$ cat config.mk
export PLATFORM = sky130hd
export DESIGN_NAME = seg_xlate_unit
export DESIGN_NICKNAME = d
export VERILOG_FILES = /design/src/rtl/seg_xlate_pkg.sv /design/src/rtl/seg_desc_fetch.sv /design/src/rtl/seg_desc_cache.sv /design/src/rtl/seg_addr_calc.sv /design/src/rtl/seg_xlate_unit.sv
export SDC_FILE = /design/constraint.sdc
export NUM_CORES = 1
export LEC_CHECK = 0
export ABC_CLOCK_PERIOD_IN_PS = 4850
export BUFFER_PORTS_ARGS = -buffer_cell sky130_fd_sc_hd__buf_2
export CAP_MARGIN = 15
export CORE_UTILIZATION = 56
export DETAILED_ROUTE_END_ITERATION = 16
export PLACE_DENSITY = 0.81
export SETUP_SLACK_MARGIN = 0.02
export SLEW_MARGIN = 10
export SYNTH_ARGS = -nofsm -noshare
export SYNTH_HDL_FRONTEND = slang
export SYNTH_HIERARCHICAL = 1
export SYNTH_SLANG_ARGS = --single-unit
export TNS_END_PERCENT = 50
$ cat constraint.sdc
create_clock -name clk -period 4.85 [get_ports clk]
set_input_delay 0.7275 -clock clk [delete_from_list [all_inputs] [get_ports clk]]
set_output_delay 0.7275 -clock clk [all_outputs]
set_load 0.1 [all_outputs]
$ cat src/rtl/seg_xlate_pkg.sv
package seg_xlate_pkg;

  localparam int DESC_WORD_W = 32;
  localparam int DESC_LIM_W  = 20;

  typedef struct packed {
    logic [DESC_WORD_W-1:0] base;
    logic [DESC_LIM_W-1:0]  limit;
    logic                   gran;
    logic [7:0]             acc;
  } seg_desc_t;

  typedef enum logic [2:0] {
    FS_IDLE,
    FS_REQ_LO,
    FS_WAIT_LO,
    FS_REQ_HI,
    FS_WAIT_HI
  } fetch_st_e;

  localparam seg_desc_t DESC_RESET = '{
    base:  '0,
    limit: 20'h0FFFF,
    gran:  1'b0,
    acc:   8'h93
  };

  function automatic seg_desc_t unpack_desc(input logic [DESC_WORD_W-1:0] lo,
                                            input logic [DESC_WORD_W-1:0] hi);
    seg_desc_t d;
    d.base  = {hi[31:24], hi[7:0], lo[31:16]};
    d.limit = {hi[19:16], lo[15:0]};
    d.gran  = hi[23];
    d.acc   = hi[15:8];
    return d;
  endfunction

endpackage

$ cat src/rtl/seg_desc_fetch.sv
module seg_desc_fetch
  import seg_xlate_pkg::*;
#(
  parameter int SEG_W  = 16,
  parameter int ADDR_W = 32
) (
  input  logic                 clk,
  input  logic                 rst_n,
  input  logic                 start,
  input  logic [SEG_W-1:2]     sel_hi,
  input  logic [ADDR_W-1:0]    gdt_base,
  input  logic [ADDR_W-1:0]    ldt_base,
  output logic                 busy,
  output logic                 mem_req_valid,
  input  logic                 mem_req_ready,
  output logic [ADDR_W-1:0]    mem_req_addr,
  input  logic                 mem_rsp_valid,
  output logic                 mem_rsp_ready,
  input  logic [DESC_WORD_W-1:0] mem_rsp_data,
  output logic                 fill_valid,
  output seg_desc_t            fill_desc
);

  localparam int IDX_SHIFT = 3;
  localparam int WORD_BYTES = DESC_WORD_W / 8;

  fetch_st_e             st_q;
  logic [ADDR_W-1:0]     desc_addr_q;
  logic [DESC_WORD_W-1:0] lo_q;
  logic [ADDR_W-1:0]     tbl_base;
  logic [ADDR_W-1:0]     idx_off;

  assign tbl_base = sel_hi[2] ? ldt_base : gdt_base;
  assign idx_off  = ADDR_W'({sel_hi[SEG_W-1:IDX_SHIFT], {IDX_SHIFT{1'b0}}});

  always_ff @(posedge clk) begin
    if (!rst_n) begin
      st_q        <= FS_IDLE;
      desc_addr_q <= '0;
      lo_q        <= '0;
    end else begin
      unique case (st_q)
        FS_IDLE: begin
          if (start) begin
            desc_addr_q <= tbl_base + idx_off;
            st_q        <= FS_REQ_LO;
          end
        end
        FS_REQ_LO:  if (mem_req_ready) st_q <= FS_WAIT_LO;
        FS_WAIT_LO: begin
          if (mem_rsp_valid) begin
            lo_q <= mem_rsp_data;
            st_q <= FS_REQ_HI;
          end
        end
        FS_REQ_HI:  if (mem_req_ready) st_q <= FS_WAIT_HI;
        FS_WAIT_HI: if (mem_rsp_valid) st_q <= FS_IDLE;
        default:    st_q <= FS_IDLE;
      endcase
    end
  end

  always_comb begin
    busy          = (st_q != FS_IDLE);
    mem_req_valid = (st_q == FS_REQ_LO) || (st_q == FS_REQ_HI);
    mem_rsp_ready = (st_q == FS_WAIT_LO) || (st_q == FS_WAIT_HI);
    mem_req_addr  = (st_q == FS_REQ_HI) ? desc_addr_q + ADDR_W'(WORD_BYTES)
                                        : desc_addr_q;
    fill_valid    = (st_q == FS_WAIT_HI) && mem_rsp_valid;
    fill_desc     = unpack_desc(lo_q, mem_rsp_data);
  end

endmodule

$ cat src/rtl/seg_desc_cache.sv
module seg_desc_cache
  import seg_xlate_pkg::*;
(
  input  logic      clk,
  input  logic      rst_n,
  input  logic      fill_valid,
  input  seg_desc_t fill_desc,
  output seg_desc_t desc
);

  always_ff @(posedge clk) begin
    if (!rst_n)          desc <= DESC_RESET;
    else if (fill_valid) desc <= fill_desc;
  end

endmodule

$ cat src/rtl/seg_addr_calc.sv
module seg_addr_calc
  import seg_xlate_pkg::*;
#(
  parameter int SEG_W       = 16,
  parameter int ADDR_W      = 32,
  parameter int OFF_W       = 32,
  parameter int REAL_ADDR_W = 20,
  parameter int REAL_OFF_W  = 16,
  parameter int PAGE_SHIFT  = 12
) (
  input  logic              clk,
  input  logic              rst_n,
  input  logic              prot_mode,
  input  logic [SEG_W-1:0]  seg_q,
  input  seg_desc_t         desc,
  input  logic              busy,
  input  logic              req_valid,
  output logic              req_ready,
  input  logic [OFF_W-1:0]  req_offset,
  output logic              rsp_valid,
  input  logic              rsp_ready,
  output logic [ADDR_W-1:0] rsp_addr,
  output logic              rsp_fault
);

  localparam int REAL_SHIFT = REAL_ADDR_W - SEG_W;

  logic [REAL_ADDR_W-1:0] real_sum;
  logic [ADDR_W-1:0]      real_lin;
  logic                   real_fault;
  logic [OFF_W-1:0]       eff_lim;
  logic [ADDR_W-1:0]      prot_lin;
  logic                   prot_fault;
  logic [ADDR_W-1:0]      lin_n;
  logic                   fault_n;
  logic                   take;

  assign real_sum   = {seg_q, {REAL_SHIFT{1'b0}}}
                    + REAL_ADDR_W'(req_offset[REAL_OFF_W-1:0]);
  assign real_fault = |req_offset[OFF_W-1:REAL_OFF_W];

  generate
    if (REAL_ADDR_W < ADDR_W) begin : g_real_pad
      assign real_lin = {{(ADDR_W-REAL_ADDR_W){1'b0}}, real_sum};
    end else begin : g_real_full
      assign real_lin = real_sum[ADDR_W-1:0];
    end
  endgenerate

  assign eff_lim    = desc.gran ? OFF_W'({desc.limit, {PAGE_SHIFT{1'b1}}})
                                : OFF_W'(desc.limit);
  assign prot_fault = req_offset > eff_lim;
  assign prot_lin   = desc.base + ADDR_W'(req_offset);

  assign fault_n   = prot_mode ? prot_fault : real_fault;
  assign lin_n     = prot_mode ? prot_lin   : real_lin;
  assign req_ready = !busy && (!rsp_valid || rsp_ready);
  assign take      = req_valid && req_ready;

  always_ff @(posedge clk) begin
    if (!rst_n) begin
      rsp_valid <= 1'b0;
      rsp_addr  <= '0;
      rsp_fault <= 1'b0;
    end else if (take) begin
      rsp_valid <= 1'b1;
      rsp_addr  <= fault_n ? '0 : lin_n;
      rsp_fault <= fault_n;
    end else if (rsp_ready) begin
      rsp_valid <= 1'b0;
    end
  end

endmodule

$ cat src/rtl/seg_xlate_unit.sv
module seg_xlate_unit
  import seg_xlate_pkg::*;
#(
  parameter int SEG_W       = 16,
  parameter int ADDR_W      = 32,
  parameter int OFF_W       = 32,
  parameter int REAL_ADDR_W = 20,
  parameter int REAL_OFF_W  = 16,
  parameter int PAGE_SHIFT  = 12
) (
  input  logic              clk,
  input  logic              rst_n,
  input  logic              prot_mode,
  input  logic              seg_wr,
  input  logic [SEG_W-1:0]  seg_wr_data,
  input  logic [ADDR_W-1:0] gdt_base,
  input  logic [ADDR_W-1:0] ldt_base,
  output logic [SEG_W-1:0]  seg_value,
  output logic [1:0]        seg_rpl,
  output logic [7:0]        seg_acc,
  output logic              busy,
  output logic              mem_req_valid,
  input  logic              mem_req_ready,
  output logic [ADDR_W-1:0] mem_req_addr,
  input  logic              mem_rsp_valid,
  output logic              mem_rsp_ready,
  input  logic [31:0]       mem_rsp_data,
  input  logic              req_valid,
  output logic              req_ready,
  input  logic [OFF_W-1:0]  req_offset,
  output logic              rsp_valid,
  input  logic              rsp_ready,
  output logic [ADDR_W-1:0] rsp_addr,
  output logic              rsp_fault
);

  logic      wr_take;
  logic      fetch_start;
  logic      fill_valid;
  seg_desc_t fill_desc;
  seg_desc_t cur_desc;

  assign wr_take     = seg_wr && !busy;
  assign fetch_start = wr_take && prot_mode;

  always_ff @(posedge clk) begin
    if (!rst_n)       seg_value <= '0;
    else if (wr_take) seg_value <= seg_wr_data;
  end

  assign seg_rpl = seg_value[1:0];
  assign seg_acc = cur_desc.acc;

  seg_desc_fetch #(
    .SEG_W (SEG_W),
    .ADDR_W(ADDR_W)
  ) u_fetch (
    .clk          (clk),
    .rst_n        (rst_n),
    .start        (fetch_start),
    .sel_hi       (seg_wr_data[SEG_W-1:2]),
    .gdt_base     (gdt_base),
    .ldt_base     (ldt_base),
    .busy         (busy),
    .mem_req_valid(mem_req_valid),
    .mem_req_ready(mem_req_ready),
    .mem_req_addr (mem_req_addr),
    .mem_rsp_valid(mem_rsp_valid),
    .mem_rsp_ready(mem_rsp_ready),
    .mem_rsp_data (mem_rsp_data),
    .fill_valid   (fill_valid),
    .fill_desc    (fill_desc)
  );

  seg_desc_cache u_cache (
    .clk       (clk),
    .rst_n     (rst_n),
    .fill_valid(fill_valid),
    .fill_desc (fill_desc),
    .desc      (cur_desc)
  );

  seg_addr_calc #(
    .SEG_W      (SEG_W),
    .ADDR_W     (ADDR_W),
    .OFF_W      (OFF_W),
    .REAL_ADDR_W(REAL_ADDR_W),
    .REAL_OFF_W (REAL_OFF_W),
    .PAGE_SHIFT (PAGE_SHIFT)
  ) u_calc (
    .clk       (clk),
    .rst_n     (rst_n),
    .prot_mode (prot_mode),
    .seg_q     (seg_value),
    .desc      (cur_desc),
    .busy      (busy),
    .req_valid (req_valid),
    .req_ready (req_ready),
    .req_offset(req_offset),
    .rsp_valid (rsp_valid),
    .rsp_ready (rsp_ready),
    .rsp_addr  (rsp_addr),
    .rsp_fault (rsp_fault)
  );

endmodule

==> results of run 1 <==
[final cells by class]
type / instances / area [sq um]
multi-input combinational: 1151 / 7950
sequential: 178 / 3560
fill: 1790 / 7350
timing repair buffer: 255 / 1300
clock inverter: 15 / 205
antenna: 1 / 2.50
inverter: 24 / 90.1
clock buffer: 17 / 425
tap: 275 / 344
[flip-flops by register name, summed over array words and instances, names as in the netlist]
| name | flops |
|---|---|
| u_fetch/desc_addr_q | 32 |
| u_fetch/st_q | 3 |
| u_calc/rsp_valid | 1 |
| u_calc/rsp_fault | 1 |
| u_fetch/lo_q | 32 |
| u_cache/desc | 61 |
| u_calc/rsp_addr | 32 |
| seg_value | 16 |
[metal layers]
layer	routed length (microns)	share of wire, %	GRT usage (%)
met1	14800	44	39.8
met2	15200	45	47.1
met3	2700	8.0	5.55
met4	1160	3.4	11.8
met5	8	0.024	0
[metrics by stage]
| step | hold slack [ns] | setup WS, ns |
|---|---|---|
| finish | 0.454 | 1.17 |
| global route | 0.471 | 0.927 |
| CTS | 0.457 | 1.14 |
| detailed placement | 0.447 | 1.21 |
| global placement | 0.435 | 1.27 |
| floorplan | 0.425 | 0.847 |
[power groups by stage]
| stage | Combinational, uW | Sequential, uW | Clock, uW |
|---|---|---|---|
| floorplan | 704 | 1730 | 0 |
| global placement | 1060 | 1600 | 0 |
| detailed placement | 1070 | 1600 | 0 |
| CTS | 1080 | 1570 | 1460 |
| global route | 1150 | 1570 | 1520 |
| finish | 1080 | 1570 | 1440 |
[final timing paths]
path | depth (start not counted) | slack, ns | startpoint | end
max | 8 | 1.17 | u_fetch/st_q[1]$_SDFFE_PN0P_ | mem_req_addr[26]
min | 2 | 0.45 | u_fetch/lo_q[19]$_SDFFE_PN0P_ | u_fetch/lo_q[19]$_SDFFE_PN0P_
max reg2reg | 11 | 1.32 | u_cache/desc[8]$_SDFFE_PN0P_ | u_calc/rsp_addr[26]$_SDFFE_PN0P_
min reg2reg | 2 | 0.45 | u_fetch/lo_q[19]$_SDFFE_PN0P_ | u_fetch/lo_q[19]$_SDFFE_PN0P_
[placed cells by master, fill, tap and decap left out, types with 7 or more instances in the layout]
| cell | n |
|---|---|
| sky130_fd_sc_hd__a211oi_1 | 12 |
| sky130_fd_sc_hd__nand2_1 | 218 |
| sky130_fd_sc_hd__a32oi_1 | 7 |
| sky130_fd_sc_hd__buf_4 | 9 |
| sky130_fd_sc_hd__clkinv_8 | 7 |
| sky130_fd_sc_hd__nand3_1 | 40 |
| sky130_fd_sc_hd__o21ai_0 | 36 |
| sky130_fd_sc_hd__mux2i_1 | 103 |
| sky130_fd_sc_hd__buf_2 | 246 |
| sky130_fd_sc_hd__and3_1 | 10 |
| sky130_fd_sc_hd__o21ai_1 | 31 |
| sky130_fd_sc_hd__and2_1 | 17 |
| sky130_fd_sc_hd__mux2_2 | 16 |
| sky130_fd_sc_hd__inv_1 | 23 |
| sky130_fd_sc_hd__nor2_1 | 87 |
| sky130_fd_sc_hd__nand2b_1 | 12 |
| sky130_fd_sc_hd__clkbuf_16 | 17 |
| sky130_fd_sc_hd__o21a_1 | 11 |
| sky130_fd_sc_hd__o211ai_1 | 8 |
| sky130_fd_sc_hd__a21boi_1 | 32 |
| sky130_fd_sc_hd__xnor2_1 | 55 |
| sky130_fd_sc_hd__nand4_1 | 19 |
| sky130_fd_sc_hd__a21oi_1 | 71 |
| sky130_fd_sc_hd__ha_1 | 89 |
| sky130_fd_sc_hd__dfxtp_1 | 178 |
| sky130_fd_sc_hd__a22o_1 | 13 |
| sky130_fd_sc_hd__a21o_1 | 22 |
| sky130_fd_sc_hd__nor2b_1 | 60 |
| sky130_fd_sc_hd__xor2_1 | 29 |
| sky130_fd_sc_hd__a22oi_1 | 11 |
| sky130_fd_sc_hd__nor3_1 | 21 |
[cell families (layout without fill, tap and decap cells)]
family          count (synthesis)  after routing  synth area share (%)
simple gates                  527            527                  20.7
compound gates                329            329                  18.8
flops                         178            178                  29.2
buf+inv                       120            311                  5.83
mux                           119            119                  9.92
fa+ha+maj                      92             92                  9.61
xor+xnor                       84             84                  6.03
other cells                     0              1                     0
[tightest hold or removal path: cells and delay by family, from the launching register on]
family	cells	cell delay, ns
flops	1	0.31
simple gates	1	0.05
compound gates	1	0.05
==> impl_summary.md, run 1 <==
Pwr
The clock network accounts for 35.2% of the total power. Of the total power, registers draw between 30% and 40%. The leakage power is 0.00597 uW. Of the total power, combinational logic draws 26.5%.

The sum of internal, switching and leakage power is 4090 uW. Power spread over the standard cell area amounts to 295 nW/um^2. In this run switching power makes up between 30% and 40% of total power. Summed over all nets, the switching power comes to between 1500 and 2000 uW. The internal power of the cells is 2540 uW.

IR analysis of the VDD net gives a maximum drop of 0.186 mV.

Placement
The post-placement cell count is 1883. The placed instances occupy a cell area of 13200 sq um. Input and output buffers added on the ports amount to about 250.

The routability congestion estimate from global placement is 0.935. The wire-length estimate of the detail-placed layout is 26000 microns.

Setup path
The cell with the biggest individual delay on the critical path is sky130_fd_sc_hd__nor3_1. The peak fanout along the critical path is 7. The arrival time reported for the critical path endpoint is 2.95 ns. The stage delay of the slowest cell on the critical path is 0.57 ns. On the critical path the largest part of the delay comes from simple AND/OR/NAND/NOR gates. The required time of the critical path is 4.12 ns. The setup path with the least slack is of type reg2out. The kind of end point of the critical path is an output pin. The worst setup path is launched from a register. Walking the worst path, the cells encountered are nor2b_1 -> nand2_1 -> inv_2 -> nand4_1 -> nor3_1 -> nand3_1 -> xnor2_1 -> buf_2.

The total buffers and inverters traversed by the critical path is 2.

Global routing
The first global-routing pass estimated 51800 microns of wire. The initial antenna violation count is 2. The via count of the first global-routing pass was 10200. For this run, the total global-route usage over all layers was measured as 29.7%. Entering global routing, the biggest net connects 107 pins. The total overflow left after global routing is 0.

Route
After detailed routing, the number of remaining DRC violations is 0. The total wirelength of the detailed-routed design is 33900 microns. The number of vias in the routed layout is 11300.

The detail route stage leaves a number of antenna-violating nets equal to 0. Dividing the detail-routed wire length by the instance count gives 17.7 microns. The number of detailed-routing iterations run before antenna repair is 7. The detailed router finished its first iteration with around 860 violations. The via count normalized by instance count is 5.91.

STA
The hold violation total from the final report is 0. Measured against its own limit, the worst slew margin works out to 29.3%. The number of setup violations in the final report is 0.

The time the worst path needs with I/O delays and setup is about 3.7 ns. The final-report max-slew violation count was 0. Setup repair after global routing left no endpoint under its margin. The setup TNS is 0 ns.

For the pin with the worst max-slew slack, the measured transition is about 1.1 ns. The maximum clock rate is 272 MHz. Clock skew on the completed layout was measured at ~0.012 ns. The post-route fraction of the period consumed by the critical path is 75.9%.

Clock tree
Once the clock tree was built, the setup fixing pass inserted 0 buffers. The clock passes through at most 2 buffers. The hold buffer count at CTS is 0. The total CTS buffers is 17.

For this design, the sink count on the clock tree is roughly 180. The total number of H-tree levels is 4. Clock-pin slew was measured on the worst setup and hold paths at 0.08 ns.

In this run the clock root is driven by a sky130_fd_sc_hd__clkbuf_16. TritonCTS built the clock tree. The count of cells resized by post-cts repair is 0.

For the worst-skew pair, the clock arrives at the later sink with an insertion delay of 0.45 ns.

Status
The run finished with clean final reports.

Synthesis
The average instance area after synthesis is approximately 8.4 sq um. Among all flip-flop cells after synthesis, the most frequent one is sky130_fd_sc_hd__dfxtp_1. The most repeated cell in the gate-level netlist after synthesis is sky130_fd_sc_hd__nand2_1. The number of instances in the synthesized netlist is 1449. The register bit count reported by yosys is 178. Sequential elements use 29.2% of the synthesized area. The top-area cell type share of the netlist area is 29.2%.

The post-synthesis cell type with the largest combined area is sky130_fd_sc_hd__dfxtp_1. The number of nets handed over by synthesis was 1693. The netlist uses 89 different library cells.

Of all flip-flops after synthesis, the portion carrying an async set or reset was 0%. The synthesized cell area is about 12000 sq um. After synthesis, the cell types taking the most area are sky130_fd_sc_hd__dfxtp_1 (29%), sky130_fd_sc_hd__ha_1 (9.1%), sky130_fd_sc_hd__mux2i_1 (8.4%). In this run, synthesis inferred 0 flip-flops with an integrated enable.

For this run, the number of Yosys warnings is 6. Sorting the synthesized cells by how often they occur yields sky130_fd_sc_hd__nand2_1 (218), sky130_fd_sc_hd__dfxtp_1 (178), sky130_fd_sc_hd__mux2i_1 (103).

Die
The height of the die is 150 microns. The core box area is ~21000 sq um. 248 I/O pins were placed.

The floorplan die area is ~22000 sq um. From left edge to right edge, the die measures 150 microns. For this configuration, the core starts out at a cell density of 57.5%. The number of placement rows is 53.

Worst hold path
The path category of the worst min-delay check is reg2reg.

Cells and area
The relative area change from synthesis to final layout is 13.6%. Of the cells placed in the final design, the portion with a size suffix greater than 1 is roughly 20%. In the final design database the tool counted 1871 nets. Cells fill 65.4% of the core in the end.

Once layout is done, the placed cells without fillers occupy roughly 14000 sq um. The number of standard cells in the final layout excluding fillers is 1916.

Flow run
The count of maximum capacitance violations is 0.
Power figures use the tool's default switching activity.
==> inputs of run 2 (changes only) <==
--- a/config.mk
+++ b/config.mk
@@ -5,12 +5,12 @@
 export SDC_FILE = /design/constraint.sdc
 export NUM_CORES = 1
 export LEC_CHECK = 0
-export ABC_CLOCK_PERIOD_IN_PS = 4850
+export ABC_CLOCK_PERIOD_IN_PS = 3000
 export BUFFER_PORTS_ARGS = -buffer_cell sky130_fd_sc_hd__buf_2
 export CAP_MARGIN = 15
-export CORE_UTILIZATION = 56
+export CORE_UTILIZATION = 51
 export DETAILED_ROUTE_END_ITERATION = 16
-export PLACE_DENSITY = 0.81
+export PLACE_DENSITY = 0.78
 export SETUP_SLACK_MARGIN = 0.02
 export SLEW_MARGIN = 10
 export SYNTH_ARGS = -nofsm -noshare
==> constraint.sdc (replaced) <==
create_clock -name clk -period 3 [get_ports clk]
set_input_delay 0.45 -clock clk [delete_from_list [all_inputs] [get_ports clk]]
set_output_delay 0.45 -clock clk [all_outputs]
set_load 0.1 [all_outputs]
==> impl_summary.md, run 2 (synthesis gave the netlist of run 1 again) <==
Status
The run finished with clean final reports.

Route
After detailed routing, the number of remaining DRC violations is 0. The final route contains 11300 vias. The average routed wire per standard cell is 17.5 microns.

The number of nets still failing antenna checks after routing is 0. The via count normalized by instance count is 5.66. The DRC violation total after the first TritonRoute iteration is between 800 and 900. Summed over all layers, the routed wires come to 34800 microns. The number of detailed-routing iterations run before antenna repair is 6.

Worst hold path
The path category of the worst min-delay check is in2reg.

Global routing
Global routing used 27.8% of the available tracks. The first-pass GRT wire length is 52800 microns. The via count of the first global-routing pass is 10200. The initial antenna violation count was 5. Entering global routing, the biggest net connects 81 pins.

The final global-route overflow total is 0.

Clock tree
The hold buffer count at CTS is 0. The clock slew at the register clock pins of the worst setup and hold paths is 0.08 ns. The clock tree from TritonCTS is yes. The total number of H-tree levels is 4. Clock latency on the worst-skew pair, taken at its later pin, is 0.45 ns. In this run, CTS created clock tree buffers numbering 17. The CTS sink count is 178.

The clock root buffer is sky130_fd_sc_hd__clkbuf_16. The longest clock path from root to sink contains 2 buffers.

Cells and area
The flip-flop count of the largest register after layout is 61. From synthesis to final layout, the design area changed by 20.4%. The most flop-heavy register is u_cache/desc. In the final layout, the share of cells above drive strength 1 is 24.5%. Cells fill 62.6% of the core in the end.

Leaving out fill and tap cells, the most frequent cells in the layout are sky130_fd_sc_hd__buf_2 (227), sky130_fd_sc_hd__nand2_1 (216), sky130_fd_sc_hd__dfxtp_1 (172). The leading cell type in the layout, fill and taps excluded is sky130_fd_sc_hd__buf_2. The number of filler cells placed in the layout is between 2000 and 2500. The final layout net count is 1901.

Setup path
The type of the setup path with the least slack is reg2out. The stage delay of the slowest cell on the critical path is 0.51 ns. The peak fanout along the critical path is 5. Among the stages of the critical path, the cell type that occurs most often is sky130_fd_sc_hd__nor2_4. For the worst setup path, the data arrival time is 2.52 ns. Setup slack on the worst reg-to-reg path comes out at between 0.1 and 0.15 ns. The required time of the critical path is around 2.6 ns. Walking the worst path, the cells encountered are and4_4 -> nand3_4 -> nor2_4 -> nand4_1 -> or3_4 -> nor2_4 -> xor2_2 -> clkbuf_16.

The type of origin of the critical path is a register. The kind of end point of the critical path is an output pin. For this design, the slowest cell found on the critical path is sky130_fd_sc_hd__or3_4.

Die
The core box area is 23500 sq um. The horizontal extent of the die is 157 microns. The floorplan step set the die height to 157 microns. The initial utilization of the core area, before any placement, comes to 52.0%. For this design the top-level I/O count stands at between 200 and 250.

The floorplan step defined a die boundary enclosing 24600 sq um. The number of placement rows is 56.

Placement
At the end of routability-driven placement, the weighted congestion stood at 0.937. During placement, the flow inserted port buffers numbering 247. The wire-length estimate of the detail-placed layout is 27200 microns.

STA
For the finished layout, the period the worst path requires is between 2 and 3 ns. Setup repair after global routing could not meet its margin everywhere. The maximum clock rate is 337 MHz. After layout, the worst path uses 98.9% of the clock period.

The hold violation total from the final report is 0. The final-report max-slew violation count is 0. The setup TNS is 0 ns.

Headroom to the max-slew limit came out at between 30% and 40%. The measured slew at the worst slew-check pin is about 0.92 ns. On the final layout, the worst clock skew is 0.0121 ns. The number of setup violations in the final report is 0.

Pwr
Summing internal, switching and leakage power gives 6720 uW. Dividing total power by cell area gives a power density of 457 nW/um^2. The worst voltage drop across the vdd grid is 0.359 mV.

The leakage power is 0.00623 uW.

Flow run
The count of maximum capacitance violations is 0.
## run 2: path summary, 6_finish.rpt
path | startpoint | to | depth (start not counted)
worst min register to register | u_calc/rsp_addr[17]$_SDFFE_PN0P_ | u_calc/rsp_addr[17]$_SDFFE_PN0P_ | 2
worst max-delay path | u_fetch/desc_addr_q[10]$_SDFFE_PN0P_ | mem_req_addr[25] | 8
worst min-delay path | mem_rsp_data[15] | u_cache/desc[7]$_SDFFE_PN1P_ | 3
worst max register to register | u_cache/desc[8]$_SDFFE_PN0P_ | u_calc/rsp_addr[16]$_SDFFE_PN0P_ | 12
## run 2: timing repair
item,CTS,global route
pin swaps,4,5
buffers inserted,0,7
resized for setup,14,38
endpoints found under the setup margin,17,47
cloned,0,0
## run 2: report_power, final
part,switching (uW),internal (uW)
Sequential,90.6,2450
Clock,1140,1140
Combinational,1300,614
Total,2530,4200
## run 2: layer usage
layer,vias up,GRT usage (%),wire [microns]
met5,-,0,13
met4,2,9.38,978
met3,69,5.65,2300
met2,420,44.8,15700
met1,5233,36.9,15800
li1,5552,-,-
## run 2: metrics by stage
step | std cells | instance area (sq um) | hold slack [ns] | setup slack, ns
after detailed placement | 1950 | 13800 | 0.442 | 0.000715
after CTS | 1982 | 14500 | 0.214 | 0.0202
final | 1991 | 14700 | 0.223 | 0.0338
after global routing | 1989 | 14700 | 0.220 | -0.0734
after floorplan | 1449 | 12500 | 0.425 | -0.550
after global placement | 1950 | 13800 | 0.433 | 0.0367
## run 2: worst max-delay path: cells and delay by family, from the launching register on
| kind | cells | cell delay (ns) |
|---|---|---|
| AND/OR/NAND/NOR | 6 | 1.26 |
| flip-flops | 1 | 0.37 |
| buffers and inverters | 1 | 0.23 |
| XOR/XNOR | 1 | 0.19 |
## run 2: cell type report
type	count	area (sq um)	share of cell area, %
diodes	2	5.00	0.0340
flip-flops and latches	178	3580	24.3
clock inverters	15	175	1.19
inverters	24	90.1	0.613
repair buffers	285	1740	11.9
clock buffers	17	425	2.89
well taps	319	399	2.72
multi-input cells	1151	8280	56.3
